<file path="src/rtl/pnm_pkg.sv">
package pnm_pkg;
  localparam int CODE_AW = 8;
  localparam int REG_AW  = 3;
  localparam int REG_DW  = 8;
  localparam int WORD_W  = 16;
  localparam int NPADS   = 3;

  localparam logic [REG_AW-1:0] OFS_CTRL = 3'd0;
  localparam logic [REG_AW-1:0] OFS_BASE = 3'd1;
  localparam logic [REG_AW-1:0] OFS_LEN  = 3'd2;
  localparam logic [REG_AW-1:0] OFS_TXLO = 3'd3;
  localparam logic [REG_AW-1:0] OFS_TXHI = 3'd4;
  localparam logic [REG_AW-1:0] OFS_DIV  = 3'd5;

  localparam logic [CODE_AW-1:0] TAP_MASK = 8'hB4;

  // fixed code table content, evaluated at elaboration for each address
  function automatic logic code_bit(input logic [CODE_AW-1:0] a);
    return (^(a & TAP_MASK)) ^ (a[1] & a[6]);
  endfunction
endpackage

</file>
<file path="src/rtl/pnm_regs.sv">
module pnm_regs
  import pnm_pkg::*;
(
  input  logic              clk,
  input  logic              rst_n,
  input  logic              wr_en,
  input  logic [REG_AW-1:0] addr,
  input  logic [REG_DW-1:0] wdata,
  output logic [REG_DW-1:0] rdata,
  output logic              en,
  output logic              go,
  output logic [NPADS-1:0]  sel,
  output logic              indep,
  output logic [REG_DW-1:0] base_q,
  output logic [REG_DW-1:0] len_q,
  output logic [REG_DW-1:0] div_q,
  output logic [REG_DW-1:0] lo_q,
  output logic              hi_we
);
  logic [REG_DW-1:0] ctrl_q;

  always_ff @(posedge clk or negedge rst_n) begin
    if (!rst_n) begin
      ctrl_q <= '0;
      base_q <= '0;
      len_q  <= '0;
      div_q  <= '0;
      lo_q   <= '0;
    end else if (wr_en) begin
      case (addr)
        OFS_CTRL: ctrl_q <= wdata;
        OFS_BASE: base_q <= wdata;
        OFS_LEN:  len_q  <= wdata;
        OFS_DIV:  div_q  <= wdata;
        OFS_TXLO: lo_q   <= wdata;
        default:  ;
      endcase
    end
  end

  always_comb begin
    case (addr)
      OFS_CTRL: rdata = ctrl_q;
      OFS_BASE: rdata = base_q;
      OFS_LEN:  rdata = len_q;
      OFS_DIV:  rdata = div_q;
      default:  rdata = '0;
    endcase
  end

  assign en    = ctrl_q[0];
  assign go    = ctrl_q[1];
  assign sel   = ctrl_q[2 +: NPADS];
  assign indep = ctrl_q[7];
  assign hi_we = wr_en && (addr == OFS_TXHI);
endmodule

</file>
<file path="src/rtl/pnm_code_rom.sv">
module pnm_code_rom
  import pnm_pkg::*;
#(
  parameter int AW = CODE_AW
) (
  input  logic [AW-1:0] addr,
  output logic          chip
);
  localparam int DEPTH = 1 << AW;
  logic [DEPTH-1:0] rom_bits;

  for (genvar i = 0; i < DEPTH; i++) begin : g_ent
    assign rom_bits[i] = code_bit(CODE_AW'(i));
  end

  assign chip = rom_bits[addr];
endmodule

</file>
<file path="src/rtl/pnm_seq.sv">
module pnm_seq
  import pnm_pkg::*;
#(
  parameter int AW = CODE_AW
) (
  input  logic          clk,
  input  logic          rst_n,
  input  logic          wake,
  input  logic          run,
  input  logic          tick,
  input  logic          indep,
  input  logic [AW-1:0] base,
  input  logic [AW-1:0] len,
  input  logic [AW-1:0] div,
  output logic [AW-1:0] code_addr,
  output logic          bit_end,
  output logic          dclk
);
  logic [AW-1:0] ccnt, bcnt, code_last, bit_last;
  logic [AW:0]   half;
  logic          wrap_c, wrap_b;

  assign code_last = len - AW'(1);
  assign bit_last  = indep ? (div - AW'(1)) : code_last;
  assign wrap_c    = (ccnt == code_last);
  assign wrap_b    = (bcnt == bit_last);
  assign half      = ({1'b0, bit_last} + (AW+1)'(2)) >> 1;

  always_ff @(posedge clk or negedge rst_n) begin
    if (!rst_n) begin
      code_addr <= '0;
      ccnt      <= '0;
      bcnt      <= '0;
    end else if (wake || !run) begin
      code_addr <= base;
      ccnt      <= '0;
      bcnt      <= '0;
    end else if (tick) begin
      code_addr <= wrap_c ? base : code_addr + AW'(1);
      ccnt      <= wrap_c ? '0 : ccnt + AW'(1);
      bcnt      <= wrap_b ? '0 : bcnt + AW'(1);
    end
  end

  assign bit_end = run && tick && !wake && wrap_b;
  assign dclk    = run && ({1'b0, bcnt} < half);
endmodule

</file>
<file path="src/rtl/pnm_data.sv">
module pnm_data
  import pnm_pkg::*;
#(
  parameter int WW = WORD_W,
  parameter int BW = REG_DW
) (
  input  logic          clk,
  input  logic          rst_n,
  input  logic          wake,
  input  logic          run,
  input  logic          bit_end,
  input  logic          hi_we,
  input  logic [BW-1:0] hi_byte,
  input  logic [BW-1:0] lo_byte,
  output logic          data_bit
);
  localparam int PW = $clog2(WW);

  logic [WW-1:0] hold_q, sh_q;
  logic          hold_v, sh_full;
  logic [PW-1:0] pos;
  logic          need_load;

  always_comb begin
    if (!sh_full) need_load = run ? bit_end : 1'b1;
    else          need_load = bit_end && (pos == PW'(WW-1));
  end

  always_ff @(posedge clk or negedge rst_n) begin
    if (!rst_n) begin
      hold_q  <= '0;
      hold_v  <= 1'b0;
      sh_q    <= '0;
      sh_full <= 1'b0;
      pos     <= '0;
    end else begin
      if (wake) begin
        sh_full <= 1'b0;
        pos     <= '0;
      end else if (need_load) begin
        pos <= '0;
        if (hold_v) begin
          sh_q    <= hold_q;
          sh_full <= 1'b1;
          hold_v  <= 1'b0;
        end else begin
          sh_full <= 1'b0;
        end
      end else if (bit_end && sh_full) begin
        sh_q <= sh_q >> 1;
        pos  <= pos + PW'(1);
      end
      if (hi_we) begin
        hold_q <= {hi_byte, lo_byte};
        hold_v <= 1'b1;
      end
    end
  end

  assign data_bit = sh_full && sh_q[0];
endmodule

</file>
<file path="src/rtl/pnm_spread.sv">
module pnm_spread
  import pnm_pkg::*;
(
  input  logic              clk,
  input  logic              rst_n,
  input  logic              stop_wake,
  input  logic              reg_we,
  input  logic [REG_AW-1:0] reg_addr,
  input  logic [REG_DW-1:0] reg_wdata,
  output logic [REG_DW-1:0] reg_rdata,
  input  logic              chip_tick,
  input  logic [NPADS-1:0]  gpio_in,
  output logic              chip_o,
  output logic              dclk_o,
  output logic              mod_o,
  output logic [NPADS-1:0]  pad_out,
  output logic [NPADS-1:0]  pad_sel
);
  logic               en, go, indep, hi_we, run, bit_end, dclk, rom_chip, data_bit;
  logic [REG_DW-1:0]  base_q, len_q, div_q, lo_q;
  logic [CODE_AW-1:0] code_addr;
  logic [NPADS-1:0]   sel, srcs;

  pnm_regs u_regs (
    .clk(clk), .rst_n(rst_n), .wr_en(reg_we), .addr(reg_addr), .wdata(reg_wdata),
    .rdata(reg_rdata), .en(en), .go(go), .sel(sel), .indep(indep),
    .base_q(base_q), .len_q(len_q), .div_q(div_q), .lo_q(lo_q), .hi_we(hi_we)
  );

  assign run = en && go;

  pnm_seq #(.AW(CODE_AW)) u_seq (
    .clk(clk), .rst_n(rst_n), .wake(stop_wake), .run(run), .tick(chip_tick),
    .indep(indep), .base(base_q), .len(len_q), .div(div_q),
    .code_addr(code_addr), .bit_end(bit_end), .dclk(dclk)
  );

  pnm_code_rom #(.AW(CODE_AW)) u_rom (.addr(code_addr), .chip(rom_chip));

  pnm_data #(.WW(WORD_W), .BW(REG_DW)) u_data (
    .clk(clk), .rst_n(rst_n), .wake(stop_wake), .run(run), .bit_end(bit_end),
    .hi_we(hi_we), .hi_byte(reg_wdata), .lo_byte(lo_q), .data_bit(data_bit)
  );

  assign chip_o = run && rom_chip;
  assign dclk_o = dclk;
  assign mod_o  = run && (rom_chip ^ data_bit);

  assign srcs = {mod_o, dclk_o, chip_o};
  for (genvar i = 0; i < NPADS; i++) begin : g_pad
    assign pad_out[i] = sel[i] ? srcs[i] : gpio_in[i];
  end
  assign pad_sel = sel;
endmodule

</file>
<file path="config.mk">
export PLATFORM = sky130hd
export DESIGN_NAME = pnm_spread
export DESIGN_NICKNAME = d
export VERILOG_FILES = /design/src/rtl/pnm_pkg.sv /design/src/rtl/pnm_regs.sv /design/src/rtl/pnm_code_rom.sv /design/src/rtl/pnm_seq.sv /design/src/rtl/pnm_data.sv /design/src/rtl/pnm_spread.sv
export SDC_FILE = /design/constraint.sdc
export NUM_CORES = 1
export LEC_CHECK = 0
export CAP_MARGIN = 15
export CORE_ASPECT_RATIO = 0.75
export CORE_MARGIN = 4
export CORE_UTILIZATION = 65
export DETAILED_ROUTE_END_ITERATION = 6
export GPL_TIMING_DRIVEN = 0
export HOLD_SLACK_MARGIN = 0.15
export PLACE_DENSITY_LB_ADDON = 0.15
export SKIP_LAST_GASP = 1
export SLEW_MARGIN = 10
export SYNTH_ARGS = -nofsm -noshare
export SYNTH_HDL_FRONTEND = slang
export SYNTH_HIERARCHICAL = 1
export SYNTH_SLANG_ARGS = --single-unit
</file>
<file path="constraint.sdc">
create_clock -name clk -period 10.3 [get_ports clk]
set_input_delay 1.03 -clock clk [delete_from_list [all_inputs] [get_ports clk]]
set_output_delay 1.03 -clock clk [all_outputs]
set_load 0.01 [all_outputs]
</file>
---- Yosys cells after proc, flatten, opt, wreduce, memory -nomap -nowiden ----
Memories as Yosys holds them, arrays and structs flattened.
Index checks and enable logic that the tools add are counted.
storage, ports and cells
  register bits ........................... 102
  ROM bits ................................ 256
  output and inout bits ................... 17
  memories kept ........................... 1
cells by class
  multiplexer cells ....................... 29
  add/subtract/negate cells ............... 7
  reduce and logical (&&, ||, !) cells .... 27
  equality and inequality tests ........... 10
  order comparisons ....................... 2
  bitwise operators ....................... 2
memory list
  name              depth  bits a word  rd ports  clocked after Yosys merged registers in  write ports  RTL line            RTL
  (name not given)  256    1            1         0                                        0            pnm_code_rom.sv:16  assign chip = rom_bits[addr];
operators by type and width
  operator                                                                  number
  8-bit 2-to-1 mux                                                          10
  16-bit 2-to-1 mux                                                         3
  8-bit one-hot mux with 4 select lines                                     1
  8-bit by 1-bit adder with 8-bit output (second input constant)            3
  8-bit == test                                                             2
  8-bit by 1-bit subtractor with 8-bit output (second input constant)       2
  1-bit 2-to-1 mux                                                          12
  4-bit 2-to-1 mux                                                          3
  2-bit AND reduction                                                       6
  1-bit logical AND                                                         11
  8-bit by 2-bit adder with 9-bit output (second input constant)            1
  8-bit by 9-bit < comparator with 1-bit output (second input constant)     1
  8-bit < comparator                                                        1
  2-bit nonzero test                                                        4
  3-bit by 2-bit == test with 1-bit output (second input constant)          2
  3-bit == test (second input constant)                                     2
  4-bit by 1-bit adder with 4-bit output (second input constant)            1
  4-bit == test (second input constant)                                     1
  2-bit by 1-bit inequality test with 1-bit output (second input constant)  2
  3-bit by 1-bit == test with 1-bit output (second input constant)          1
  3-bit logical NOT                                                         1
  3-bit AND reduction                                                       1
  3-bit nonzero test                                                        1
  1-bit logical NOT                                                         2
  3 further kinds                                                           3

---- Logic depth before layout (Yosys ltp) ----
Gate-level depths: netlist of run 1.
  depth after elaboration ................. 9
  gate-level depth with buffers ........... 14
  gate-level depth less buffers ........... 13

---- By module ----
The synthesis of run 1 kept the hierarchy.
modules (own cells, without submodules)
  module        times used  seq. area each (µm²)  cells an instance  area an instance (µm²)
  pnm_seq       1           600.6                 346                2816.5
  pnm_regs      1           1001.0                133                1928.1
  pnm_data      1           950.9                 152                1629.1
  pnm_spread    1           0.0                   9                  73.8
  pnm_code_rom  1           0.0                   4                  43.8

---- Least setup slack after synthesis of run 1 ----
Ideal clock, no wire load.
  path kind ............................... register -> output
  start point ............................. register u_regs.div_q[2]
  end point ............................... output pad_out[1]
  arrival ................................. 3.180 ns
  data required time ...................... 9.270 ns
  path buffers ............................ 0
  path slack .............................. 6.090 ns
  stages on the path, launching flop included .. 11
  cells stage by stage .................... dfrtp_1 -> or4_1 -> or3_1 -> and3_1 -> o21bai_1 -> nor3b_1 -> xor2_1 -> ha_1 -> a2111oi_0 -> o2bb2ai_1 -> mux2_2
between the ends
  word-level cells in the longest chain between the ends .. 6
ends and longest elaborated chain
  element                                      RTL line          RTL
  start, declared                              pnm_regs.sv:16    output logic [REG_DW-1:0] div_q,
  start signal, assigned                       pnm_regs.sv:34    OFS_DIV: div_q <= wdata;
  8-bit by 1-bit subtractor with 8-bit output  pnm_seq.sv:24     assign bit_last = indep ? (div - AW'(1)) : code_last;
  8-bit 2-to-1 mux                             pnm_seq.sv:24
  8-bit by 2-bit adder with 9-bit output       pnm_seq.sv:27     assign half = ({1'b0, bit_last} + (AW+1)'(2)) >> 1;
  8-bit < comparator                           pnm_seq.sv:46     assign dclk = run && ({1'b0, bcnt} < half);
  1-bit logical AND                            pnm_seq.sv:46
  via dclk_o                                   pnm_spread.sv:14  output logic dclk_o,
  1-bit 2-to-1 mux                             pnm_spread.sv:51  assign pad_out[i] = sel[i] ? srcs[i] : gpio_in[i];
  end, declared                                pnm_spread.sv:16  output logic [NPADS-1:0] pad_out,
The timed path passes the listed nets, and every way through them passes these cells.

---- Worst setup path after layout of run 1 ----
  start point ............................. register u_regs.ctrl_q[7]
  end point ............................... output pad_out[1]
between the ends
  word-level cells in the longest chain between the ends .. 5
ends and longest elaborated chain
  element                                 RTL line          RTL
  start, declared                         pnm_regs.sv:20    logic [REG_DW-1:0] ctrl_q;
  start signal, assigned                  pnm_regs.sv:31    OFS_CTRL: ctrl_q <= wdata;
  8-bit 2-to-1 mux                        pnm_seq.sv:24
  8-bit by 2-bit adder with 9-bit output  pnm_seq.sv:27
  8-bit < comparator                      pnm_seq.sv:46
  1-bit logical AND                       pnm_seq.sv:46
  1-bit 2-to-1 mux                        pnm_spread.sv:51
No other way between the ends.

==> impl_metrics.json, run 1 <==
{
  "status": "completed",
  "hold_violations": 0,
  "clockBufferDepth": 2,
  "ctsResizeCount": 0,
  "via_count": 5454,
  "ys.flop_type": "dfrtp_1",
  "final.period_utilization": 0.5257,
  "post-cts-setup-buffers": 0,
  "finalSetupViolations": 0,
  "routabilityCongestion": 0.9130,
  "ys_warn_count": 6,
  "cts.sink_count": 102,
  "core-area_mm2": 0.009697,
  "crit_path_end_kind": "output pin",
  "worstMarginPinSlew_ns": 0.9140,
  "dp_cells": 812,
  "cp-start-kind": "flip-flop",
  "grt_max_degree": 66,
  "synth_cell_type_count": 84,
  "ir_drop_v": 0.0001515,
  "drive_gt1_frac": 0.1638,
  "drv_slew": 0,
  "final_antenna_net_count": 0,
  "synth_edf_count": 0,
  "ys_ff_latch": 102,
  "syn_avg_cell_area_um2": 10.08,
  "final.setup.tns_ns": 0,
  "mostFrequentLayoutCell": "dfrtp_1",
  "first_iter_violations": 792,
  "insertion_delay_ns": 0.35,
  "critPathMostFrequentCell": "clkbuf_1",
  "portBuffers": 35,
  "dp_hpwl_um": 12360,
  "die_x_um": 123.4,
  "power_w": 0.001425,
  "nNetsFinal": 724,
  "rsz0062_at_grt": "no",
  "maxSlewHeadroom": 0.3824,
  "cts-root-buf": "clkbuf_16",
  "layout_common_cells": "dfrtp_1 (102), mux2_2 (45), inv_1 (43)",
  "crit_slowest_cell": "clkdlybuf4s50_1",
  "holdCritPathClass": "flip-flop to flip-flop",
  "cts_max_level": 3,
  "numCtsBuffers": 9,
  "cp_slowest_stage_delay_ns": 0.53,
  "antenna_found_initial": 0,
  "cap_viol_max_count": 0,
  "drc": 0,
  "die_h_um": 94.55,
  "fin_skew_ns": 0.01065,
  "grt_pass1_wl_um": 27340,
  "syn_area_mm2": 0.006491,
  "num_io_pins": 36,
  "grt_pass1_vias": 5249,
  "drt_wl_total_um": 17060,
  "drtPass1Iterations": 6,
  "die_area_mm2": 0.01167,
  "num_rows": 31,
  "syn_nets": 677,
  "period_needed_ns": 5.415,
  "wl_per_cell_um": 20.61,
  "yosysSeqAreaShare": 0.3932,
  "power.leakage_nw": 3.100,
  "holdWs_ns": 0.4951,
  "viasPerCell": 6.587,
  "pwr_density_cell_mw_per_mm2": 194.4,
  "clk_pin_slew_ns": 0.07,
  "crit_arrival_ns": 4.38,
  "fillCellCount": 693,
  "cts_tree": "done",
  "max_freq_ghz": 0.1847,
  "grt_overflow": 0,
  "grt_usage": 0.3046,
  "required_ns": 9.27,
  "syn2layout_area_growth_pct": 12.95,
  "hold_buffers": 0,
  "syn_inst": 644,
  "path_cells": "clkbuf_1 -> clkbuf_1 -> clkbuf_1 -> mux2i_1 -> nand3_1 -> nor3b_1 -> nand2_1 -> ha_1 -> nand2b_1 -> a2111oi_0 -> o2bb2ai_1 -> mux2_2 -> clkdlybuf4s50_1",
  "critical_path_class": "flip-flop to output pin",
  "floorplan.initialDensity": 0.6694,
  "synthArstFlopShare": 1.000,
  "r2r_setup_slack_ns": 5.52,
  "critPathMaxFanout": 10,
  "n_antenna_cell": 0,
  "fin_cells": 828
}
==> critical path, delay by kind of cell, from the launching register on <==
family / cells / cell delay (ns)
and+or+nand+nor: 4 / 0.72
DFF: 1 / 0.38
buffers and inverters: 4 / 1.65
adders and majority gates: 1 / 0.19
AOI/OAI and AO/OA: 2 / 0.57
muxes: 2 / 0.53
==> area by class of cell <==
class / instances / area, µm² / share of cell area
flip-flops and latches: 102 / 2552 / 0.3481
plain buffers: 45 / 246.5 / 0.03362
inverters: 44 / 165.2 / 0.02253
well taps: 132 / 165.2 / 0.02253
clock buffers: 9 / 225.2 / 0.03072
multi-input cells: 453 / 3527 / 0.4811
clock inverters: 7 / 75.07 / 0.01024
repair buffers: 36 / 375.4 / 0.05119
==> synthesized netlist by cell type, types with 5 or more instances <==
| cell type | instances | share of area |
|---|---|---|
| a21oi_1 | 17 | 0.013 |
| o22ai_1 | 5 | 0.0048 |
| nor3_1 | 15 | 0.012 |
| nand2b_1 | 8 | 0.0077 |
| nand3_1 | 19 | 0.015 |
| nand2_1 | 42 | 0.024 |
| mux2i_1 | 20 | 0.031 |
| clkbuf_1 | 22 | 0.013 |
| buf_2 | 7 | 0.0054 |
| o21ai_0 | 28 | 0.022 |
| ha_1 | 14 | 0.027 |
| xnor2_1 | 24 | 0.032 |
| nor2_1 | 18 | 0.010 |
| buf_4 | 8 | 0.0093 |
| xor2_1 | 19 | 0.026 |
| and3_1 | 9 | 0.0087 |
| or3_1 | 8 | 0.0077 |
| o211ai_1 | 10 | 0.012 |
| mux2_2 | 45 | 0.078 |
| buf_6 | 5 | 0.0087 |
| and2_1 | 6 | 0.0058 |
| nand4b_1 | 12 | 0.016 |
| a222oi_1 | 15 | 0.023 |
| nor2b_1 | 9 | 0.0087 |
| dfrtp_1 | 102 | 0.39 |
| nand4_1 | 6 | 0.0058 |
| inv_1 | 43 | 0.025 |
| a211oi_1 | 9 | 0.010 |
| or4bb_1 | 7 | 0.012 |
==> routing by layer <==
layer / global-route usage / part of all wire / vias up
met1: 0.4399 / 0.45 / 2711
met2: 0.4573 / 0.45 / 266
met4: 0.08571 / 0.012 / 0
met3: 0.07605 / 0.089 / 22
met5: 0 / 0 / -
li1: - / - / 2455
==> flip-flops by register name (all words and copies together) (netlist names) <==
| name | cells |
|---|---|
| u_data/sh_full | 1 |
| u_seq/code_addr | 8 |
| u_seq/bcnt | 8 |
| u_regs/base_q | 8 |
| u_seq/ccnt | 8 |
| u_data/hold_q | 16 |
| u_regs/len_q | 8 |
| u_regs/ctrl_q | 8 |
| u_data/sh_q | 16 |
| u_regs/lo_q | 8 |
| u_data/pos | 4 |
| u_data/hold_v | 1 |
| u_regs/div_q | 8 |
==> power by group <==
part / switching (W) / internal (W) / total [W]
logic: 0.000271 / 0.000246 / 0.000516
clock network: 0.000169 / 0.000172 / 0.000341
registers: 0.0000763 / 0.000491 / 0.000568
==> final timing paths <==
path / start / endpoint / cells past startpoint
max: u_regs/ctrl_q[7] / pad_out[1] / 13
max reg2reg: u_regs/len_q[4] / u_data/sh_q[14] / 11
min: u_regs/lo_q[2] / u_data/hold_q[2] / 2
max in group asynchronous: rst_n / u_seq/code_addr[6] / 2
min reg2reg: u_regs/lo_q[2] / u_data/hold_q[2] / 2
min in group asynchronous: rst_n / u_data/sh_q[6] / 1
==> metrics by stage <==
| stage | area, µm² | setup slack, ns | utilization |
|---|---|---|---|
| floorplan | 6491 | 6.090 | - |
| global placement | 7007 | 4.446 | 0.7226 |
| detailed placement | 7032 | 5.327 | 0.7252 |
| CTS | 7332 | 4.908 | 0.7561 |
| global route | 7332 | 4.609 | 0.7561 |
| finish | 7332 | 4.885 | 0.7561 |
==> cells by family (layout without fill, tap and decap cells) <==
logic type      Yosys count  count (layout)  synth area share
simple gates            203             203            0.1989
flops                   102             102            0.3932
xor+xnor                 45              45           0.06534
buf+inv                  89             141           0.06341
mux                      66              66            0.1112
fa+ha+maj                14              14           0.02699
compound gates          125             125            0.1409
No activity file was read; power rests on OpenSTA's default activity.
==> inputs of run 2 (changes only) <==
- CORE_UTILIZATION: 65 -> 55
- clock period: 10.3 -> 4.95 ns (I/O delays scaled with it)
==> run 2 against run 1 <==
Combinational power rose by 110%. Critical endpoint unchanged. Global-route usage fell by 4.8 points. First-iteration DRC count fell by 53%.
==> impl_metrics.json, run 2 (synthesis gave the netlist of run 1 again) <==
{
  "holdCritPathClass": "flip-flop to flip-flop",
  "syn2layout_area_growth_pct": 13.84,
  "antenna_found_initial": 0,
  "drtPass1Iterations": 5,
  "max_freq_ghz": 0.2115,
  "numCtsBuffers": 9,
  "setup_slack_ns": 0.2223,
  "post-cts-setup-buffers": 0,
  "fin_skew_ns": 0.007057,
  "routabilityCongestion": 0.9231,
  "insertion_delay_ns": 0.34,
  "status": "completed",
  "maxSlewHeadroom": 0.4196,
  "nNetsFinal": 725,
  "clockBufferDepth": 2,
  "viasPerCell": 6.187,
  "crit_path_end_kind": "output pin",
  "clk_pin_slew_ns": 0.07,
  "core-area_mm2": 0.01157,
  "drive_gt1_frac": 0.1707,
  "n_antenna_cell": 0,
  "cts_tree": "done",
  "critical_path_class": "flip-flop to output pin",
  "final.period_utilization": 0.9551,
  "die_x_um": 133.4,
  "portBuffers": 35,
  "die_h_um": 102.1,
  "layout_common_cells": "dfrtp_1 (102), mux2_2 (45), inv_1 (43)",
  "drt_wl_total_um": 17130,
  "cap_viol_max_count": 0,
  "grt_pass1_wl_um": 27570,
  "grt_overflow": 0,
  "first_iter_violations": 371,
  "wl_per_cell_um": 19.94,
  "floorplan.initialDensity": 0.5610,
  "cts-root-buf": "clkbuf_16",
  "final_antenna_net_count": 0,
  "power.leakage_nw": 3.112,
  "crit_arrival_ns": 4.23,
  "cp-start-kind": "flip-flop",
  "finalSetupViolations": 0,
  "power_w": 0.002969,
  "ir_drop_v": 0.0002029,
  "period_needed_ns": 4.728,
  "pre_cts_ws_ns": 0.2634,
  "required_ns": 4.45,
  "hold_violations": 0,
  "die_area_mm2": 0.01362,
  "rsz0062_at_grt": "no",
  "mostFrequentLayoutCell": "dfrtp_1",
  "finish.utilization": 0.6386,
  "cts.sink_count": 102,
  "via_count": 5315,
  "cts_max_level": 3,
  "num_io_pins": 36,
  "num_rows": 34,
  "grt_max_degree": 62,
  "drc": 0,
  "worstMarginPinSlew_ns": 0.8639,
  "grt_usage": 0.2569,
  "drv_slew": 0,
  "grt_pass1_vias": 5122,
  "dp_hpwl_um": 12720,
  "critPathMaxFanout": 8,
  "pwr_density_cell_mw_per_mm2": 401.8,
  "reg_top3": "u_data/hold_q x16, u_data/sh_q x16"
}
## run 2: metal layers
metal	track usage	up-vias	share of wire
li1	-	2463	-
met1	0.3741	2648	0.48
met2	0.4017	186	0.45
met3	0.05413	18	0.066
met4	0.05296	0	0.010
met5	0	-	0
## run 2: metrics by stage
step / TNS, ns / area [µm²] / hold WS (ns) / cells
4_1_cts: 0 / 7375 / 0.4852 / 859
5_1_grt: 0 / 7390 / 0.5142 / 859
6_report: 0 / 7390 / 0.4847 / 859
3_3_place_gp: -37.52 / 7044 / 0.4625 / 841
3_5_place_dp: 0 / 7069 / 0.4695 / 842
2_1_floorplan: 0 / 6491 / 0.1994 / 644
## run 2: worst paths after layout
check,slack (ns),depth (start not counted),start,endpoint
setup / recovery,0.22,13,u_regs/len_q[2],pad_out[1]
hold / removal,0.48,2,u_regs/lo_q[3],u_data/hold_q[3]
setup reg to reg,0.79,11,u_regs/len_q[4],u_data/sh_q[7]
hold reg to reg,0.48,2,u_regs/lo_q[3],u_data/hold_q[3]
max in group asynchronous,3.58,3,rst_n,u_regs/div_q[3]
min in group asynchronous,0.68,2,rst_n,u_seq/bcnt[7]
## run 2: cell type report
class | count | area (µm²)
plain buffers | 45 | 249.0
clock buffers | 9 | 225.2
clock inverters | 7 | 68.82
fillers | 950 | 4182
inverters | 44 | 165.2
multi-input cells | 453 | 3541
flip-flops and latches | 102 | 2552
well taps | 162 | 202.7
repair buffers | 37 | 385.4
## run 2: worst max-delay path, stage by stage (launching register included)
cell,delay (ns)
dfrtp_1,0.43
buf_6,0.16
nor3_1,0.66
xnor2_1,0.19
mux2i_2,0.28
nand3_1,0.18
nor3b_2,0.26
nand2_1,0.09
ha_1,0.18
nand2b_1,0.15
a2111oi_0,0.42
o2bb2ai_1,0.19
mux2_2,0.18
clkdlybuf4s50_1,0.53
## run 2: timing repair
item | CTS | global route
hold endpoints to repair | 4 | 0
endpoints found under the setup margin | 1 | 2
hold buffers | 1 | 0
resized for setup | 1 | 5
## run 2: where the power goes
group,switching (W),leakage (nW),internal (W)
clock network,0.000342,0.142,0.000354
registers,0.000158,1.25,0.00102
logic,0.000576,1.72,0.000516
